**config.mk**
```make
export PLATFORM = sky130hd
export DESIGN_NAME = eee_lpi_ctrl
export DESIGN_NICKNAME = d
export VERILOG_FILES = /design/src/rtl/eee_lpi_pkg.sv /design/src/rtl/eee_lpi_fsm.sv /design/src/rtl/eee_lpi_dp.sv /design/src/rtl/eee_lpi_ctrl.sv
export SDC_FILE = /design/constraint.sdc
export NUM_CORES = 1
export LEC_CHECK = 0
export ABC_AREA = 1
export BUFFER_PORTS_ARGS = -buffer_cell sky130_fd_sc_hd__buf_2
export CELL_PAD_IN_SITES_DETAIL_PLACEMENT = 0
export CELL_PAD_IN_SITES_GLOBAL_PLACEMENT = 1
export CORE_MARGIN = 5
export CORE_UTILIZATION = 36
export CTS_BUF_LIST = sky130_fd_sc_hd__clkbuf_4
export CTS_CLUSTER_SIZE = 25
export DETAILED_ROUTE_END_ITERATION = 16
export PLACE_DENSITY = 0.88
export SYNTH_ARGS = -nofsm -noshare
export SYNTH_HDL_FRONTEND = slang
export SYNTH_SLANG_ARGS = --single-unit
```
**constraint.sdc**
```tcl
create_clock -name clk -period 1.5 [get_ports clk]
set_input_delay 0.375 -clock clk [delete_from_list [all_inputs] [get_ports clk]]
set_output_delay 0.375 -clock clk [all_outputs]
set_load 0.02 [all_outputs]
```
**src/rtl/eee_lpi_pkg.sv**
```systemverilog
package eee_lpi_pkg;
  typedef enum logic [1:0] {ST_IDLE, ST_WAIT_LINK, ST_LPI, ST_WAKE} txState_t;

  typedef struct packed {
    logic enterEvt;
    logic exitEvt;
    logic wakeStart;
  } lpiStrobe_t;

  localparam int FLAG_TX_ENTER = 0;
  localparam int FLAG_TX_EXIT  = 1;
  localparam int FLAG_RX_ENTER = 2;
  localparam int FLAG_RX_EXIT  = 3;
  localparam int NUM_FLAGS     = 4;

  localparam int CTRL_EN_BIT   = 16;
  localparam int CTRL_AUTO_BIT = 17;
  localparam int CTRL_LINK_BIT = 18;

  localparam int TW_LSB = 0;
  localparam int LS_LSB = 16;
endpackage

```
**src/rtl/eee_lpi_fsm.sv**
```systemverilog
module eee_lpi_fsm
  import eee_lpi_pkg::*;
(
  input  logic       clk,
  input  logic       rstN,
  input  logic       lpiEn,
  input  logic       autoTx,
  input  logic       linkGood,
  input  logic       txIdle,
  input  logic       lsDone,
  input  logic       twDone,
  output lpiStrobe_t strobe,
  output logic       txLpi,
  output logic       txWake
);
  txState_t state, nextState;

  always_comb begin
    nextState = state;
    strobe    = '0;
    case (state)
      ST_IDLE:
        if (lpiEn && linkGood) nextState = ST_WAIT_LINK;
      ST_WAIT_LINK:
        if (!lpiEn || !linkGood) nextState = ST_IDLE;
        else if (lsDone && txIdle) begin
          nextState       = ST_LPI;
          strobe.enterEvt = 1'b1;
        end
      ST_LPI:
        if (!lpiEn || !linkGood || (autoTx && !txIdle)) begin
          nextState        = ST_WAKE;
          strobe.wakeStart = 1'b1;
        end
      ST_WAKE:
        if (twDone) begin
          nextState      = ST_IDLE;
          strobe.exitEvt = 1'b1;
        end
      default: nextState = ST_IDLE;
    endcase
  end

  always_ff @(posedge clk) begin
    if (!rstN) state <= ST_IDLE;
    else       state <= nextState;
  end

  assign txLpi  = (state == ST_LPI);
  assign txWake = (state == ST_WAKE);
endmodule

```
**src/rtl/eee_lpi_dp.sv**
```systemverilog
module eee_lpi_dp
  import eee_lpi_pkg::*;
#(
  parameter int DATA_W = 32,
  parameter int LS_W   = 11,
  parameter int TW_W   = 16
) (
  input  logic                 clk,
  input  logic                 rstN,
  input  logic                 regWr,
  input  logic                 regRd,
  input  logic                 regAddr,
  input  logic [DATA_W-1:0]    regWData,
  output logic [DATA_W-1:0]    regRData,
  input  logic                 rxLpi,
  input  logic                 msTick,
  input  logic                 usTick,
  input  lpiStrobe_t           strobe,
  output logic                 lpiEn,
  output logic                 autoTx,
  output logic                 linkGood,
  output logic                 lsDone,
  output logic                 twDone,
  output logic                 lpiIrq,
  output logic                 rdClr,
  output logic [NUM_FLAGS-1:0] evtSet
);
  logic [LS_W-1:0]      lsCfg, lsCnt;
  logic [TW_W-1:0]      twCfg, twCnt;
  logic [NUM_FLAGS-1:0] flags;
  logic                 rxLpiQ;
  logic                 wrCtrl, wrTmr;
  logic                 unusedWrBits;

  assign wrCtrl = regWr && !regAddr;
  assign wrTmr  = regWr &&  regAddr;
  assign rdClr  = regRd && !regAddr;
  assign unusedWrBits = ^regWData;

  // configuration registers
  always_ff @(posedge clk) begin
    if (!rstN) begin
      lpiEn    <= 1'b0;
      autoTx   <= 1'b0;
      linkGood <= 1'b0;
      lsCfg    <= '0;
      twCfg    <= '0;
    end else begin
      if (wrCtrl) begin
        lpiEn    <= regWData[CTRL_EN_BIT];
        autoTx   <= regWData[CTRL_AUTO_BIT];
        linkGood <= regWData[CTRL_LINK_BIT];
      end
      if (wrTmr) begin
        twCfg <= regWData[TW_LSB +: TW_W];
        lsCfg <= regWData[LS_LSB +: LS_W];
      end
    end
  end

  // link hold timer: restarts whenever link-good is low, saturates when done
  assign lsDone = (lsCnt >= lsCfg);
  always_ff @(posedge clk) begin
    if (!rstN || !linkGood)       lsCnt <= '0;
    else if (msTick && !lsDone)   lsCnt <= lsCnt + LS_W'(1);
  end

  // wake timer: cleared when the wake phase starts
  assign twDone = (twCnt >= twCfg);
  always_ff @(posedge clk) begin
    if (!rstN || strobe.wakeStart) twCnt <= '0;
    else if (usTick && !twDone)    twCnt <= twCnt + TW_W'(1);
  end

  // event flags: a new event wins over a clearing read
  always_comb begin
    evtSet                = '0;
    evtSet[FLAG_TX_ENTER] = strobe.enterEvt;
    evtSet[FLAG_TX_EXIT]  = strobe.exitEvt;
    evtSet[FLAG_RX_ENTER] = rxLpi && !rxLpiQ;
    evtSet[FLAG_RX_EXIT]  = !rxLpi && rxLpiQ;
  end

  always_ff @(posedge clk) begin
    if (!rstN) begin
      flags  <= '0;
      rxLpiQ <= 1'b0;
    end else begin
      rxLpiQ <= rxLpi;
      flags  <= (flags & ~{NUM_FLAGS{rdClr}}) | evtSet;
    end
  end

  assign lpiIrq = |flags;

  always_comb begin
    regRData = '0;
    if (regAddr) begin
      regRData[TW_LSB +: TW_W] = twCfg;
      regRData[LS_LSB +: LS_W] = lsCfg;
    end else begin
      regRData[NUM_FLAGS-1:0] = flags;
      regRData[CTRL_EN_BIT]   = lpiEn;
      regRData[CTRL_AUTO_BIT] = autoTx;
      regRData[CTRL_LINK_BIT] = linkGood;
    end
  end
endmodule

```
**src/rtl/eee_lpi_ctrl.sv**
```systemverilog
module eee_lpi_ctrl
  import eee_lpi_pkg::*;
#(
  parameter int DATA_W = 32,
  parameter int LS_W   = 11,
  parameter int TW_W   = 16
) (
  input  logic              clk,
  input  logic              rstN,
  input  logic              regWr,
  input  logic              regRd,
  input  logic              regAddr,
  input  logic [DATA_W-1:0] regWData,
  output logic [DATA_W-1:0] regRData,
  input  logic              txIdle,
  input  logic              rxLpi,
  input  logic              msTick,
  input  logic              usTick,
  output logic              txLpi,
  output logic              txWake,
  output logic              lpiIrq
);
  lpiStrobe_t           strobe;
  logic                 ctrlLpiEn, ctrlAuto, ctrlLink, lsDone, twDone, statRdClr;
  logic [NUM_FLAGS-1:0] evtSet;

  eee_lpi_fsm u_fsm (
    .clk(clk), .rstN(rstN), .lpiEn(ctrlLpiEn), .autoTx(ctrlAuto),
    .linkGood(ctrlLink), .txIdle(txIdle), .lsDone(lsDone), .twDone(twDone),
    .strobe(strobe), .txLpi(txLpi), .txWake(txWake)
  );

  eee_lpi_dp #(.DATA_W(DATA_W), .LS_W(LS_W), .TW_W(TW_W)) u_dp (
    .clk(clk), .rstN(rstN), .regWr(regWr), .regRd(regRd), .regAddr(regAddr),
    .regWData(regWData), .regRData(regRData), .rxLpi(rxLpi), .msTick(msTick),
    .usTick(usTick), .strobe(strobe), .lpiEn(ctrlLpiEn), .autoTx(ctrlAuto),
    .linkGood(ctrlLink), .lsDone(lsDone), .twDone(twDone), .lpiIrq(lpiIrq),
    .rdClr(statRdClr), .evtSet(evtSet)
  );
endmodule

```
==> results by group, run 1 <==
Outcome
  • Run status: finished with violations
  • Failing checks: negative setup slack

Global routing
  • Global route total overflow: 0
  • Largest net degree at the start of global routing: 54
  • Initial antenna violation count: 1
  • First-pass GRT wire length: around 18 mm
  • GR Layer Usage met2: 28.9%
  • Met3 usage: 3.90%
  • Vias in the first global route: 4141
  • GRT busiest layer: met2
  • GRT Total Usage: 17.3%
  • Met1 Usage GRT: around a fifth

Power and ir drop
  • Pint: 2810 uW
  • Power density over the cells: 668 mW/mm^2
  • Switching share of power: 31.9%
  • Cell leakage power: 0.00283 uW
  • Design Power: 4130 uW
  • Net switching power: around 1300 uW
  • VDD IR max: 0.409 mV
  • Part of the power in registers: 44.2%
  • Clock Power Share: 29.1%
  • Comb pwr share: 26.7%

Setup path
  • CP max FO: 8
  • Worst Reg-to-Reg Cells: 10
  • Crit Path Class: reg2reg
  • Buf/Inv on CP: 3
  • RR Endpoint: u_dp.twCnt[11]
  • Delay of the slowest critical-path stage: 360 ps
  • Worst EP required: 1880 ps
  • CP Launch Type: register
  • CP max-delay cell: dfxtp_2
  • Data arrival, critical path: 2090 ps
  • R2r startpoint: u_dp.twCfg[11]
  • Crit-path leading delay family: compound AO/OA/AOI/OAI gates
  • Critical path endpoint category: register
  • Reg2Reg Setup Slack: -210 ps
  • Crit-path most repeated cell: a21oi_4
  • Crit-path cells: inv_2 > ha_4 > a21oi_4 > o21ai_2 > a21oi_4 > nand3_4 > buf_6 > clkinv_8 > nand2_4 > a21oi_2

Timing
  • Max_slew headroom: a little over 60%
  • Final WS setup: -211 ps
  • Crit share post-route: 114%
  • Slew @ Worst Pin: 579 ps
  • Final setup viols: 35
  • Hold Slack: 144 ps
  • Max frequency: 584 MHz
  • Post-route minimum period: 1710 ps
  • Final worst clock skew: 11.8 ps
  • RSZ-0062 raised after global routing: yes
  • Final hold vios: 0
  • Max-slew violations: 0

Synth
  • Yosys cell types: 25
  • Post-synthesis cell area: 0.00380 mm^2
  • Post-synth top area cell: dfxtp_1
  • Top post-synthesis cells by area: dfxtp_1 34%, nand2_1 13%, ha_1 9.5%, inv_1 8.8%, a21oi_1 7.6%
  • Sequential share of the synthesized area: about 34%
  • Synthesis-stage register bit count: 64
  • Synth Warn #: 0
  • Synth Instances: 551
  • Most common cell in the netlist: nand2_1
  • EDFF count, synth: 0
  • Synth cell count leaders: 132 x nand2_1, 89 x inv_1, 64 x dfxtp_1
  • Synth Flop Type: dfxtp_1
  • Post-synth top area share: 33.7%
  • Avg Inst Size Synth: 6.90 um^2
  • Fraction of registers with async set/reset: 0%

Die
  • Core ar.: 0.0103 mm^2
  • I/O pins: 76
  • # rows: 37
  • Starting Density: 36.8%
  • Die area: 0.0127 mm^2
  • Chip Height: 113 um
  • Die Span X: 113 um

Final layout
  • Fin nets: 780
  • Area grow syn2layout: 62.4%
  • Non-Filler Instances: 852
  • Layout cell share with drive strength beyond 1: a little under three fifths
  • Final cell area excluding filler cells: 0.00618 mm^2

Placed design
  • DP Cell Count: around 800
  • Post-DP Area: 0.00491 mm^2
  • Post-DP HPWL: about 7.4 mm
  • DP Worst Slack: -329 ps
  • Gp weighted congestion: 0.925
  • IO buf count: 65

Worst hold path
  • Hold Startpoint: rxLpi
  • Hold Path Stages: 3
  • Sink of the worst hold path: u_dp.rxLpiQ
  • Hold Crit Class: in2reg

Route
  • Post-DRT Antenna Nets: 0
  • Vias: 4095
  • Routed WL: ~11 mm
  • DR pass1 iterations: 5
  • Via-to-Cell Ratio: a little under 5
  • Drt wl/cell: ~13 um
  • Drc violations: 0
  • Initial DRC count: 245

Clock network
  • Clock Sinks: 64
  • H-Tree Depth: 3
  • CTS Buf Count: 9
  • CTS Root Cell: clkbuf_4
  • CTS tree: built
  • Clk buf depth: 2
  • Clock Latency Late Sink: roughly 440 ps
  • Worst-path clk slew: 110 ps

Job
  • Maxcap violations: 0
sequential cells by signal (all words and copies together) (netlist names), named ones only:
register and flops:
u_dp.twCfg 16, u_dp.lsCnt 11, u_dp.lsCfg 11, u_dp.linkGood 1, u_dp.rxLpiQ 1, u_dp.autoTx 1
u_dp.flags 4, u_dp.twCnt 16, u_fsm.state 1, u_dp.lpiEn 1
worst reg2reg max path: cells and delay by family (launching register included):
family	cells	cell delay, ps
compound gates	4	560
flops	1	360
buf+inv	3	290
fa+ha+maj	1	250
simple gates	2	200
placed cells by master, fill, tap and decap left out, types with 2 or more instances in the layout:
| master | n |
|---|---|
| buf_12 | 7 |
| a21oi_4 | 3 |
| a21oi_1 | 36 |
| buf_6 | 48 |
| clkbuf_4 | 11 |
| ha_4 | 21 |
| o21a_1 | 2 |
| clkinv_2 | 3 |
| nand3_4 | 2 |
| nor2_4 | 2 |
| inv_1 | 52 |
| buf_2 | 42 |
| dfxtp_2 | 42 |
| xor2_1 | 15 |
| buf_4 | 66 |
| nand3_2 | 3 |
| o21ai_2 | 8 |
| ha_1 | 8 |
| o21ai_1 | 3 |
| dfxtp_1 | 21 |
| conb_1 | 5 |
| nor2_1 | 26 |
| xnor2_1 | 6 |
| inv_2 | 36 |
| nand2_4 | 20 |
| clkinv_8 | 2 |
| nand2_1 | 84 |
| nand2_2 | 38 |
| o21ai_0 | 32 |
| nand3_1 | 11 |
| nor2_2 | 3 |
| nand4_1 | 6 |
| a21oi_2 | 31 |
| clkinvlp_4 | 2 |
| nor3_1 | 10 |
final cells by class:
class                      instances  area, um^2
fill                             904        4150
clock inverter                     6        60.1
antenna                            1        2.50
tap                              136         170
sequential                        64        1340
timing repair buffer             165        1410
clock buffer                      10        75.1
timing repair inverter             1        16.3
inverter                          90         353
multi-input combinational        379        2760
logic make-up after synthesis:
logic type	synth area share, %
compound gates	17.0
xor+xnor	4.84
fa+ha+maj	9.54
buf+inv	12.4
flops	33.7
other cells	0.0986
simple gates	22.5
what timing repair did:
item	4_1_cts	5_1_grt
setup endpoints to repair	51	52
setup buffers	16	12
pin swaps	28	31
cloned	3	1
hold buffers	0	0
resized for setup	168	116
per-layer routing:
layer  part of all wire (%)  wire length (um)  up-vias
met4                    3.2               368        0
met2                     48              5440      114
met1                     44              4940     1883
met3                    5.1               580       27
li1                       -                 -     2071
met5                      0                 0        -
power by group through the flow:
stage / combinational (uW) / clock, uW / sequential [uW]
after floorplan: 449 / 0 / 1840
after global placement: 737 / 0 / 1840
final: 1100 / 1200 / 1820
after detailed placement: 751 / 0 / 1840
after CTS: 954 / 1250 / 1820
after global routing: 1220 / 1310 / 1830
worst max-delay path by stage:
stage / startpoint / end / slack (ps) / cells after the start
after floorplan: u_dp.twCnt[0] / u_dp.twCnt[11] / -90 / 14
after global placement: u_dp.twCfg[9] / u_dp.twCnt[2] / -260 / 9
after detailed placement: u_dp.twCfg[11] / u_dp.twCnt[2] / -330 / 9
after CTS: u_dp.twCfg[11] / u_dp.twCnt[15] / -250 / 10
after global routing: u_dp.twCnt[0] / u_dp.twCnt[1] / -330 / 14
final: u_dp.twCfg[11] / u_dp.twCnt[11] / -210 / 10
per-stage QoR:
stage                     setup TNS, ps  utilization [%]
final                             -6080             59.8
after floorplan                    -817                -
after global placement            -5570             47.6
after CTS                         -5820             55.2
after detailed placement          -6820             47.6
after global routing             -10250             59.8
Note: power is estimated with default switching activity, not from simulation.
==> run 2: changes to the inputs <==
REMOVE_ABC_BUFFERS = 1   (was not set)
==> run 2 against run 1 <==
Effect of this change:
- the flow still finishes with violations (negative setup slack)
- largest cell class unchanged
- sequential cell count did not move
- total power fell by 2.0%
- global-route usage shrank 1.1 points
- clock skew increased by 2.3 ps
- die area stayed put
- sequential power about the same
- highest routed layer unchanged
- setup slack worse by 69 ps
==> results by group, run 2 (synthesis results as in run 1) <==
Global routing
  • Vias in the first global route: 3825 (-7.6%)
  • Largest net degree at the start of global routing: 54 (unchanged)
  • Global route total overflow: 0 (unchanged)
  • GRT Total Usage: 16.2% (-1.1 points)
  • Initial antenna violation count: 0 (-1)
  • First-pass GRT wire length: 17.1 mm (-5.3%)

Setup path
  • Data arrival, critical path: 2080 ps (about the same)
  • Crit-path cells: ha_4 > a21oi_1 > o21ai_1 > a21oi_2 > nand3_4 > buf_6 > buf_6 > nand2_2 > a21oi_2
  • CP Launch Type: register
  • Critical path endpoint category: register
  • Delay of the slowest critical-path stage: 410 ps (+50 ps)
  • CP max FO: 4 (-4)
  • Buf/Inv on CP: 2 (-1)
  • Crit-path leading delay family: compound AO/OA/AOI/OAI gates
  • Worst EP required: 1800 ps (-80 ps)
  • Crit Path Class: reg2reg
  • CP max-delay cell: dfxtp_1

Timing
  • Final hold vios: 0 (unchanged)
  • Post-route minimum period: 1780 ps (+69.3 ps)
  • Slew @ Worst Pin: 590 ps (+11.5 ps)
  • Final WS setup: -281 ps (-69.3 ps)
  • Max-slew violations: 0 (unchanged)
  • Max frequency: 562 MHz (-3.9%)
  • Final worst clock skew: 14.1 ps (+2.31 ps)
  • Crit share post-route: 119% (+4.6 points)
  • RSZ-0062 raised after global routing: yes
  • Max_slew headroom: 60.6% (-0.77 points)
  • Final setup viols: 33 (-5.7%)

Final layout
  • Fillers: 927 (+2.5%)
  • Most common cell after layout, fill and taps aside: nand2_1
  • Final Util: 58.3% (-1.5 points)
  • Fin nets: 773 (-0.90%)
  • Biggest regs: u_dp.twCfg (16), u_dp.twCnt (16)
  • Most frequent cells in the layout: 85 x nand2_1, 70 x buf_4, 56 x inv_1
  • Layout cell share with drive strength beyond 1: 53.3% (-2.1 points)
  • Area grow syn2layout: 58.4%
  • Ant diodes: 0 (-1)

Outcome
  • Run status: finished with violations
  • Failing checks: negative setup slack

Job
  • Maxcap violations: 0 (unchanged)

Clock network
  • H-Tree Depth: 3 (unchanged)
  • CTS tree: built
  • Clock Latency Late Sink: 400 ps (-40 ps)
  • CTS Root Cell: clkbuf_4
  • Worst-path clk slew: 100 ps (about the same)
  • Clk buf depth: 2 (unchanged)
  • Clock Sinks: 64 (unchanged)
  • CTS Buf Count: 9 (unchanged)

Placed design
  • Post-DP HPWL: 7.11 mm (-4.3%)
  • IO buf count: 65 (unchanged)
  • Gp weighted congestion: 0.846 (-8.6%)

Route
  • Vias: 3986 (-2.7%)
  • Routed WL: 10.9 mm (-3.4%)
  • Via-to-Cell Ratio: 4.73 (-1.6%)
  • Post-DRT Antenna Nets: 0 (unchanged)
  • Initial DRC count: 139 (-43%)
  • Drc violations: 0 (unchanged)
  • Drt wl/cell: 13.0 um (-2.4%)
  • DR pass1 iterations: 4 (-1)

Die
  • Core ar.: 0.0103 mm^2 (unchanged)
  • I/O pins: 76 (unchanged)
  • Die area: 0.0127 mm^2 (unchanged)
  • # rows: 37 (unchanged)
  • Chip Height: 113 um (unchanged)
  • Starting Density: 36.8% (unchanged)
  • Die Span X: 113 um (unchanged)

Power and ir drop
  • Cell leakage power: 0.00279 uW (-1.7%)
  • Design Power: 4040 uW (-2.0%)
  • Power density over the cells: 671 mW/mm^2 (+0.50%)
  • VDD IR max: 0.477 mV (+17%)

Worst hold path
  • Hold Crit Class: in2reg
[run 2: cell count changes in the layout (fill, tap and decap cells not counted), sizes merged]
cell / delta
clkinvlp: -1
clkinv: +1
diode: -1
nand3: -1
buf: -6
inv: -1
[run 2: final timing paths]
check / depth (start not counted) / slack [ps] / endpoint / startpoint
worst max-delay path: 9 / -280 / u_dp.twCnt[5] / u_dp.twCnt[13]
worst min-delay path: 3 / 180 / u_dp.rxLpiQ / rxLpi
worst max register to register: 9 / -280 / u_dp.twCnt[5] / u_dp.twCnt[13]
worst min register to register: 1 / 460 / u_dp.flags[2] / u_dp.rxLpiQ
[run 2: area by class of cell]
| cell class | count | area, um^2 | area share, % |
|---|---|---|---|
| well taps | 136 | 170 | 2.83 |
| clock inverters | 5 | 48.8 | 0.810 |
| inverters | 90 | 357 | 5.92 |
| clock buffers | 10 | 75.1 | 1.25 |
| multi-input cells | 378 | 2680 | 44.5 |
| flip-flops and latches | 64 | 1340 | 22.2 |
| repair inverters | 1 | 16.3 | 0.270 |
| repair buffers | 159 | 1340 | 22.2 |
[run 2: worst reg2reg max path, cell delays in order (launching register included)]
cell	delay, ps
dfxtp_1	410
ha_4	220
a21oi_1	120
o21ai_1	100
a21oi_2	250
nand3_4	190
buf_6	180
buf_6	120
nand2_2	50
a21oi_2	50
[run 2: routing by layer]
| metal | track usage, % | up-vias | part of all wire [%] |
|---|---|---|---|
| met4 | 4.81 | 0 | 1.3 |
| met5 | 0 | - | 0 |
| met3 | 3.48 | 10 | 5.5 |
| met1 | 21.3 | 1832 | 46 |
| met2 | 26.5 | 94 | 47 |
| li1 | - | 2050 | - |
[run 2: where the power goes]
part           internal, uW  total, uW  switching, uW
clock                   505       1130            622
combinational           517       1100            579
sequential             1770       1820           45.8
total                  2800       4040           1250
[run 2: repair_timing]
action / CTS / global route
hold buffers: 0 / 0
setup endpoints to repair: 44 / 53
gates resized for setup: 145 / 139
pin swaps: 32 / 44
cloned: 2 / 2
buffers inserted: 8 / 14
[run 2: through the flow]
step | setup TNS (ps) | area (um^2) | setup slack (ps) | std cells | hold WS [ps]
6_report | -6200 | 6020 | -281 | 843 | 180
5_1_grt | -9540 | 6020 | -372 | 843 | 177
3_3_place_gp | -6780 | 4840 | -272 | 810 | 434
3_5_place_dp | -7800 | 4840 | -331 | 810 | 452
2_1_floorplan | -6290 | 3690 | -334 | 532 | 423
4_1_cts | -5030 | 5530 | -255 | 832 | 156
